### src/rtl/adma_pkg.sv
package adma_pkg;

    typedef enum logic [2:0] {
        ST_DPTR = 3'd0,
        ST_DCTL = 3'd1,
        ST_DATA = 3'd2,
        ST_OUT  = 3'd3,
        ST_DONE = 3'd4,
        ST_END  = 3'd5
    } adma_state_e;

    localparam int OFS_BASE = 'h00;
    localparam int OFS_IDX  = 'h04;
    localparam int OFS_POS  = 'h08;
    localparam int OFS_STS  = 'h0C;
    localparam int OFS_CTL  = 'h10;

    localparam int CTL_RUN  = 0;
    localparam int CTL_RST  = 1;
    localparam int CTL_LVBE = 2;
    localparam int CTL_IOCE = 4;

    localparam int STS_LVB  = 2;
    localparam int STS_CMP  = 3;

endpackage

### src/rtl/adma_rdmux.sv
module adma_rdmux #(
    parameter int AW    = 32,
    parameter int IDX_W = 5,
    parameter int LEN_W = 16,
    parameter int RA_W  = 5
) (
    input  logic [RA_W-1:0]  addr,
    input  logic [AW-4:0]    base,
    input  logic [IDX_W-1:0] lvi,
    input  logic [IDX_W-1:0] civ,
    input  logic [IDX_W-1:0] pfi,
    input  logic [LEN_W-1:0] pos,
    input  logic [3:0]       sts,
    input  logic [4:0]       ctl,
    output logic [31:0]      rdata
);
    import adma_pkg::*;

    always_comb begin
        case (addr)
            RA_W'(OFS_BASE): rdata = 32'({base, 3'b000});
            RA_W'(OFS_IDX):  rdata = 32'(lvi) | (32'(civ) << 8) | (32'(pfi) << 16);
            RA_W'(OFS_POS):  rdata = 32'(pos);
            RA_W'(OFS_STS):  rdata = 32'(sts);
            RA_W'(OFS_CTL):  rdata = 32'(ctl);
            default:         rdata = '0;
        endcase
    end

endmodule

### src/rtl/adma_play_chan.sv
module adma_play_chan #(
    parameter int AW    = 32,
    parameter int DW    = 32,
    parameter int IDX_W = 5,
    parameter int LEN_W = 16,
    parameter int RA_W  = 5
) (
    input  logic            clk,
    input  logic            rst_n,
    input  logic            reg_wr,
    input  logic [RA_W-1:0] reg_addr,
    input  logic [31:0]     reg_wdata,
    output logic [31:0]     reg_rdata,
    output logic            mem_req,
    output logic [AW-1:0]   mem_addr,
    input  logic            mem_ready,
    input  logic [DW-1:0]   mem_rdata,
    output logic            smp_valid,
    output logic [DW-1:0]   smp_data,
    input  logic            smp_ready,
    output logic            irq
);
    import adma_pkg::*;

    localparam int DESC_SH = 3;
    localparam int PTR_W   = AW - 2;
    localparam int BASE_W  = AW - DESC_SH;

    typedef struct packed {
        adma_state_e       st;
        logic [BASE_W-1:0] base;
        logic [IDX_W-1:0]  lvi;
        logic [IDX_W-1:0]  civ;
        logic [PTR_W-1:0]  ptr;
        logic [LEN_W-1:0]  pos;
        logic              ioc;
        logic              bup;
        logic              fill;
        logic [DW-1:0]     smp;
        logic              lvb;
        logic              cmp;
        logic [4:0]        ctl;
    } chan_regs_t;

    chan_regs_t r_d, r_q;

    logic             run;
    logic             at_end;
    logic             halted;
    logic             at_last;
    logic [IDX_W-1:0] pf_idx;
    logic [AW-1:0]    desc_addr;

    assign run       = r_q.ctl[CTL_RUN];
    assign at_end    = (r_q.st == ST_END);
    assign halted    = !run || at_end;
    assign at_last   = (r_q.civ == r_q.lvi);
    assign pf_idx    = r_q.civ + IDX_W'(1);
    assign desc_addr = {r_q.base, 3'b000} + AW'({r_q.civ, 3'b000});

    always_comb begin
        r_d       = r_q;
        mem_req   = 1'b0;
        mem_addr  = desc_addr;
        smp_valid = 1'b0;
        smp_data  = r_q.smp;

        // register writes first, so that a status set below wins over a clear
        if (reg_wr) begin
            case (reg_addr)
                RA_W'(OFS_BASE): r_d.base = reg_wdata[AW-1:DESC_SH];
                RA_W'(OFS_IDX):  r_d.lvi  = reg_wdata[IDX_W-1:0];
                RA_W'(OFS_STS): begin
                    if (reg_wdata[STS_LVB]) r_d.lvb = 1'b0;
                    if (reg_wdata[STS_CMP]) r_d.cmp = 1'b0;
                end
                RA_W'(OFS_CTL): begin
                    if (reg_wdata[CTL_RST] && !run) begin
                        r_d.base = '0;
                        r_d.lvi  = '0;
                        r_d.civ  = '0;
                        r_d.pos  = '0;
                        r_d.lvb  = 1'b0;
                        r_d.cmp  = 1'b0;
                        r_d.fill = 1'b0;
                        r_d.st   = ST_DPTR;
                        r_d.ctl  = {r_q.ctl[4:2], 2'b00};
                    end else begin
                        r_d.ctl = {reg_wdata[4:2], 1'b0, reg_wdata[CTL_RUN]};
                    end
                end
                default: ;
            endcase
        end

        if (run) begin
            case (r_q.st)
                ST_DPTR: begin
                    mem_req = 1'b1;
                    if (mem_ready) begin
                        r_d.ptr = mem_rdata[AW-1:2];
                        r_d.st  = ST_DCTL;
                    end
                end
                ST_DCTL: begin
                    mem_req  = 1'b1;
                    mem_addr = desc_addr + AW'(4);
                    if (mem_ready) begin
                        r_d.ioc = mem_rdata[DW-1];
                        r_d.bup = mem_rdata[DW-2];
                        r_d.pos = mem_rdata[LEN_W-1:0];
                        r_d.st  = (mem_rdata[LEN_W-1:0] == '0) ? ST_DONE : ST_DATA;
                    end
                end
                ST_DATA: begin
                    mem_req  = 1'b1;
                    mem_addr = {r_q.ptr, 2'b00};
                    if (mem_ready) begin
                        r_d.smp = mem_rdata;
                        r_d.ptr = r_q.ptr + PTR_W'(1);
                        r_d.st  = ST_OUT;
                    end
                end
                ST_OUT: begin
                    smp_valid = 1'b1;
                    if (smp_ready) begin
                        r_d.pos = r_q.pos - LEN_W'(1);
                        r_d.st  = (r_q.pos == LEN_W'(1)) ? ST_DONE : ST_DATA;
                    end
                end
                ST_DONE: begin
                    if (r_q.ioc) r_d.cmp = 1'b1;
                    if (at_last) begin
                        r_d.lvb  = 1'b1;
                        r_d.fill = r_q.bup;
                        r_d.st   = ST_END;
                    end else begin
                        r_d.civ = pf_idx;
                        r_d.st  = ST_DPTR;
                    end
                end
                ST_END: begin
                    smp_valid = r_q.fill;
                    smp_data  = '0;
                    if (!at_last && (!r_q.fill || smp_ready)) begin
                        r_d.civ  = pf_idx;
                        r_d.fill = 1'b0;
                        r_d.st   = ST_DPTR;
                    end
                end
                default: r_d.st = ST_DPTR;
            endcase
        end
    end

    always_ff @(posedge clk or negedge rst_n) begin
        if (!rst_n) r_q <= '0;
        else        r_q <= r_d;
    end

    assign irq = (r_q.lvb && r_q.ctl[CTL_LVBE]) || (r_q.cmp && r_q.ctl[CTL_IOCE]);

    adma_rdmux #(
        .AW(AW), .IDX_W(IDX_W), .LEN_W(LEN_W), .RA_W(RA_W)
    ) u_rdmux (
        .addr  (reg_addr),
        .base  (r_q.base),
        .lvi   (r_q.lvi),
        .civ   (r_q.civ),
        .pfi   (pf_idx),
        .pos   (r_q.pos),
        .sts   ({r_q.cmp, r_q.lvb, at_last, halted}),
        .ctl   (r_q.ctl),
        .rdata (reg_rdata)
    );

endmodule

### config.mk
export PLATFORM = sky130hd
export DESIGN_NAME = adma_play_chan
export DESIGN_NICKNAME = d
export VERILOG_FILES = /design/src/rtl/adma_pkg.sv /design/src/rtl/adma_rdmux.sv /design/src/rtl/adma_play_chan.sv
export SDC_FILE = /design/constraint.sdc
export NUM_CORES = 1
export LEC_CHECK = 0
export BUFFER_PORTS_ARGS = -buffer_cell sky130_fd_sc_hd__buf_4
export CAP_MARGIN = 20
export CORE_MARGIN = 2
export CORE_UTILIZATION = 62
export CTS_BUF_LIST = sky130_fd_sc_hd__clkbuf_8
export DETAILED_ROUTE_END_ITERATION = 10
export PLACE_DENSITY_LB_ADDON = 0.05
export REMOVE_ABC_BUFFERS = 1
export SETUP_SLACK_MARGIN = 0.15
export SLEW_MARGIN = 30
export SYNTH_ARGS = -nofsm -noshare
export SYNTH_HDL_FRONTEND = slang
export SYNTH_SLANG_ARGS = --single-unit
### constraint.sdc
create_clock -name clk -period 7.26 [get_ports clk]
set_input_delay 0.363 -clock clk [delete_from_list [all_inputs] [get_ports clk]]
set_output_delay 0.363 -clock clk [all_outputs]
set_load 0.005 [all_outputs]
Word level (Yosys, flattened, before mapping)
Index checks and enable logic that the tools add are counted.

cells by class
  add/sub/neg operators = 5
  equality and inequality tests = 14
  muxes and demuxes = 57
  bitwise operators = 3
  reductions and logical operators = 24

operators by type and width
  kind                     number
  $mux W32                 5
  $pmux W32 S5             1
  $mux W88                 1
  $mux W42                 2
  $mux W16                 4
  $pmux W32 S2             1
  $mux W30                 2
  $pmux W30 S2             1
  $pmux W29 S2             1
  $add A32 B3 Y32 const B  1
  $add A32 B8 Y32          1
  $or A32 B21 Y32          1
  $pmux W16 S2             1
  $add A30 B1 Y30 const B  1
  $mux W3                  10
  $mux W5                  5
  $pmux W5 S2              2
  $mux W18                 1
  $pmux W3 S6              1
  $eq A16 B1 Y1 const B    1
  $logic_not A16 Y1        1
  $sub A16 B1 Y16 const B  1
  $reduce_and A3 Y1        5
  $or A5 B13 Y13           1
  other kinds (24)         52

storage, ports and cells
  register bits = 130

Logic depth before layout (Yosys ltp)
  depth after elaboration = 8
  depth in mapped cells = 8
  mapped depth without buffers = 7

Cells and area by module
A second synthesis with hierarchy kept.

second synthesis, totals
  cells, all modules = 1066
  area, all modules = 8618.3 um2

modules (own cells, without submodules)
  module          instances  cells each  area an instance (um2)
  adma_play_chan  1          998         8047.7
  adma_rdmux      1          68          570.5

Least setup slack after synthesis
No wires, ideal clock.

  kind = register to output
  from = reg r_q[88] (netlist name)
  to = out mem_addr[21]
  arrival = 2.235 ns
  path slack = 4.662 ns
  stages on the path, launching flop included = 8
  buffers on the path = 0
  cell sequence = dfrtp_1 -> ha_1 -> fa_1 -> a2111oi_0 -> nor4_2 -> nand4_1 -> xor2_1 -> o21ai_0

between the ends
  word-level cells in the longest chain between the ends = 4

ends and longest elaborated chain
  element                   line                   source
  start: declaration        adma_play_chan.sv:45   chan_regs_t r_d, r_q;
  start signal: assignment  adma_play_chan.sv:158  else r_q <= r_d;
  $add A32 B8 Y32 *         adma_play_chan.sv:59   assign desc_addr = {r_q.base, 3'b000} + AW'({r_q.civ, 3'b000});
  $add A32 B3 Y32           adma_play_chan.sv:107  mem_addr = desc_addr + AW'(4);
  $pmux W32 S2              adma_play_chan.sv:97   case (r_q.st)
  $mux W32 *                adma_play_chan.sv:96   if (run) begin
  end: declaration          adma_play_chan.sv:15   output logic [AW-1:0] mem_addr,

Mark *: on every way between the ends. The rest lies on a longest branch, timed or not.

Final worst setup path
  from = reg r_q[88] (netlist name)
  to = out mem_addr[25]

Same word-level chain as after synthesis.

==> flow_summary.json <==
{
  "outcome": "completed",
  "grt_max_degree": 67,
  "cp_max_fo": 10,
  "syn_inst": 990,
  "rows": 41,
  "path_class": "flip-flop to primary output",
  "cp.arrival_ns": 3.38,
  "via_per_inst": 6.42,
  "die_w_microns": 119,
  "finalCritPeriodShare_pct": 51.6,
  "slew-limit-headroom_pct": 36.7,
  "cts_root_buffer": "clkbuf_8",
  "netlist_area_sq_um": 8150,
  "setup_violations": 0,
  "fin_hold_ws_ns": 0.104,
  "p_total_mw": 3.27,
  "worstMarginPinSlew_ns": 0.926,
  "dr.first_iter.drc_count": 1005,
  "cts_setup_buffers": 0,
  "coreArea_sq_um": 12700,
  "grt_usage_pct": 35.9,
  "synth-edff-count": 0,
  "cp-startpoint": "r_q[88]",
  "nets": 1209,
  "vdd_drop_max_uv": 249,
  "insertion_delay_ns": 0.47,
  "power-per-cell-area_nw_per_um2": 330,
  "end_kind": "primary output",
  "ys_ff_latch": 129,
  "slowest_stage": "a2111oi_0",
  "start_util_pct": 64.1,
  "ios": 173,
  "max_cap_viol_count": 0,
  "critPathLaunchType": "flip-flop",
  "dieArea_sq_um": 14100,
  "synth_cell_types": 81,
  "cts_tree": "built",
  "period_needed_ns": 3.75,
  "route.detailed.wl_per_inst_microns": 19.3,
  "clkTransAtPathRegs_ns": 0.07,
  "r2r_cells": 7,
  "p_leak_nw": 4.58,
  "drt-total-wl_microns": 25200,
  "num_vias": 8410,
  "cts_sinks": 129,
  "gp_congestion": 0.956,
  "drtAntennaViolNets": 0,
  "antennaDiodeCount": 0,
  "synth_area_leaders": "dfrtp_1, nand2_1, o21ai_0",
  "grt.busiest_layer": "met2",
  "final_layout_size_suffix_gt1_share_pct": 20.7,
  "met2_usage_pct": 57.1,
  "synth_area_leader_cell": "dfrtp_1",
  "use_met1_pct": 47.6,
  "final_util_pct": 77.8,
  "crit_path_end": "mem_addr[25]",
  "synth.avg_cell_area_sq_um": 8.23,
  "use_met3_pct": 6.56,
  "synthToLayoutAreaGrowth_pct": 21.5,
  "cts_resized": 0,
  "io_buffers": 170,
  "finalHoldViolations": 0,
  "fp.dieH_microns": 119,
  "ys_seq_area_share_pct": 39.6,
  "reg2reg_slack_ns": 4.63,
  "largest_reg_flops": 129,
  "fmax_mhz": 267,
  "hold_class": "input port to flip-flop",
  "first_pass_iters": 8,
  "finClkSkew_ns": 0.0138,
  "synth.most_common_cell": "nand2_1",
  "antenna_found_initial": 0,
  "rsz0062_at_grt": "false",
  "ys_top_cells_by_count": "nand2_1, dfrtp_1, o21ai_0",
  "largest-register": "r_q",
  "yosys_warnings": 0,
  "path_cells": "ha_1 -> fa_1 -> a2111oi_0 -> nor4_2 -> nand4_1 -> xor2_1 -> a21oi_1 -> buf_4",
  "ys_async_sr_fraction_pct": 100,
  "r2r_start": "r_q[0]",
  "slew_violations": 0,
  "ctsLongestPathBuffers": 2,
  "h-tree-depth": 4,
  "setup_tns_ns": 0,
  "cpPeakStageDelay_ns": 0.83,
  "grt_pass1_vias": 7696,
  "globalRoute.totalOverflow": 0,
  "grt_pass1_wl_microns": 40200,
  "rr_endpoint": "r_q[85]",
  "cts_made_buffers": 17,
  "drc": 0,
  "synthFlopType": "dfrtp_1",
  "top_regs": "r_q (129)",
  "synth_top_area_share_pct": 39.6,
  "critPathRequiredTime_ns": 6.90,
  "dp_hpwl_microns": 18000
}
==> area by class of cell <==
cell class / instances / area [sq um]
well taps: 172 / 215
inverters: 17 / 63.8
repair buffers: 180 / 1350
clock buffers: 19 / 262
multi-input cells: 780 / 4640
flip-flops and latches: 129 / 3230
clock inverters: 12 / 143
fillers: 946 / 2820
==> how the worst min path moves through the flow <==
stage	from	depth (start not counted)	slack (ns)	endpoint
2_1_floorplan	rst_n	0	0.07	r_q[0]
3_3_place_gp	r_q[26]	2	0.45	r_q[26]
4_1_cts	mem_rdata[17]	3	0.09	r_q[24]
6_report	mem_rdata[25]	3	0.10	r_q[32]
3_5_place_dp	r_q[24]	2	0.45	r_q[24]
5_1_grt	mem_rdata[25]	3	0.11	r_q[32]
==> timing repair <==
action	4_1_cts	5_1_grt
endpoints found under the hold margin	4	0
hold buffers	1	0
endpoints found under the setup margin	0	0
==> worst max-delay path, delay by kind of cell, from the launching register on <==
| kind | cells | cell delay, ns |
|---|---|---|
| adders and majority gates | 2 | 0.73 |
| buffers and inverters | 1 | 0.16 |
| xor gates and xnor gates | 1 | 0.18 |
| DFF | 1 | 0.47 |
| AOI/OAI and AO/OA | 2 | 0.92 |
| and+or+nand+nor | 2 | 0.45 |
==> cells by family (layout without fill, tap and decap cells) <==
family	count (synthesis)	in the layout	synth area share (%)
AO/OA/AOI/OAI	266	266	21.6
XOR/XNOR	32	32	3.44
adder cells (fa/ha/maj)	10	10	1.63
buffers and inverters	82	228	4.11
flip-flops	129	129	39.6
multiplexers	13	13	1.67
other	1	2	0.0460
AND/OR/NAND/NOR	457	457	27.8
==> where the power goes <==
group | switching (mW) | internal (mW)
registers | 0.378 | 0.978
clock network | 0.285 | 0.351
logic | 0.664 | 0.613
total | 1.33 | 1.94
==> stage by stage <==
| stage | cells | cell area [sq um] | worst slack, ns |
|---|---|---|---|
| after floorplan | 926 | 7880 | 3.28 |
| after global placement | 1277 | 9470 | 4.27 |
| after detailed placement | 1277 | 9470 | 4.21 |
| after CTS | 1309 | 9890 | 3.59 |
| after global routing | 1309 | 9900 | 3.41 |
| final | 1309 | 9900 | 3.51 |
==> cells in the final DEF, fill, tap and decap left out, drive strengths merged, types with 6 or more instances in the layout <==
cell type and count:
nor4 14, clkinv 6, nand3 38, nand4 26, mux2i 8, nor2 53
o21ai 79, dfrtp 129, clkbuf 19, and3 10, and2 51, or3 6
nand2 197, a22oi 10, nor3 20, xor2 29, inv 19, a22o 38
a21o 6, a21oi 56, buf 179, o22ai 10, ha 9, nand2b 8
a31oi 9
==> metal layers <==
| metal | up-vias | wire [microns] |
|---|---|---|
| li1 | 3864 | - |
| met1 | 3960 | 9870 |
| met2 | 495 | 12000 |
| met3 | 91 | 2260 |
| met4 | 0 | 1090 |
| met5 | - | 0 |
Note: power is estimated with default switching activity, not from simulation.
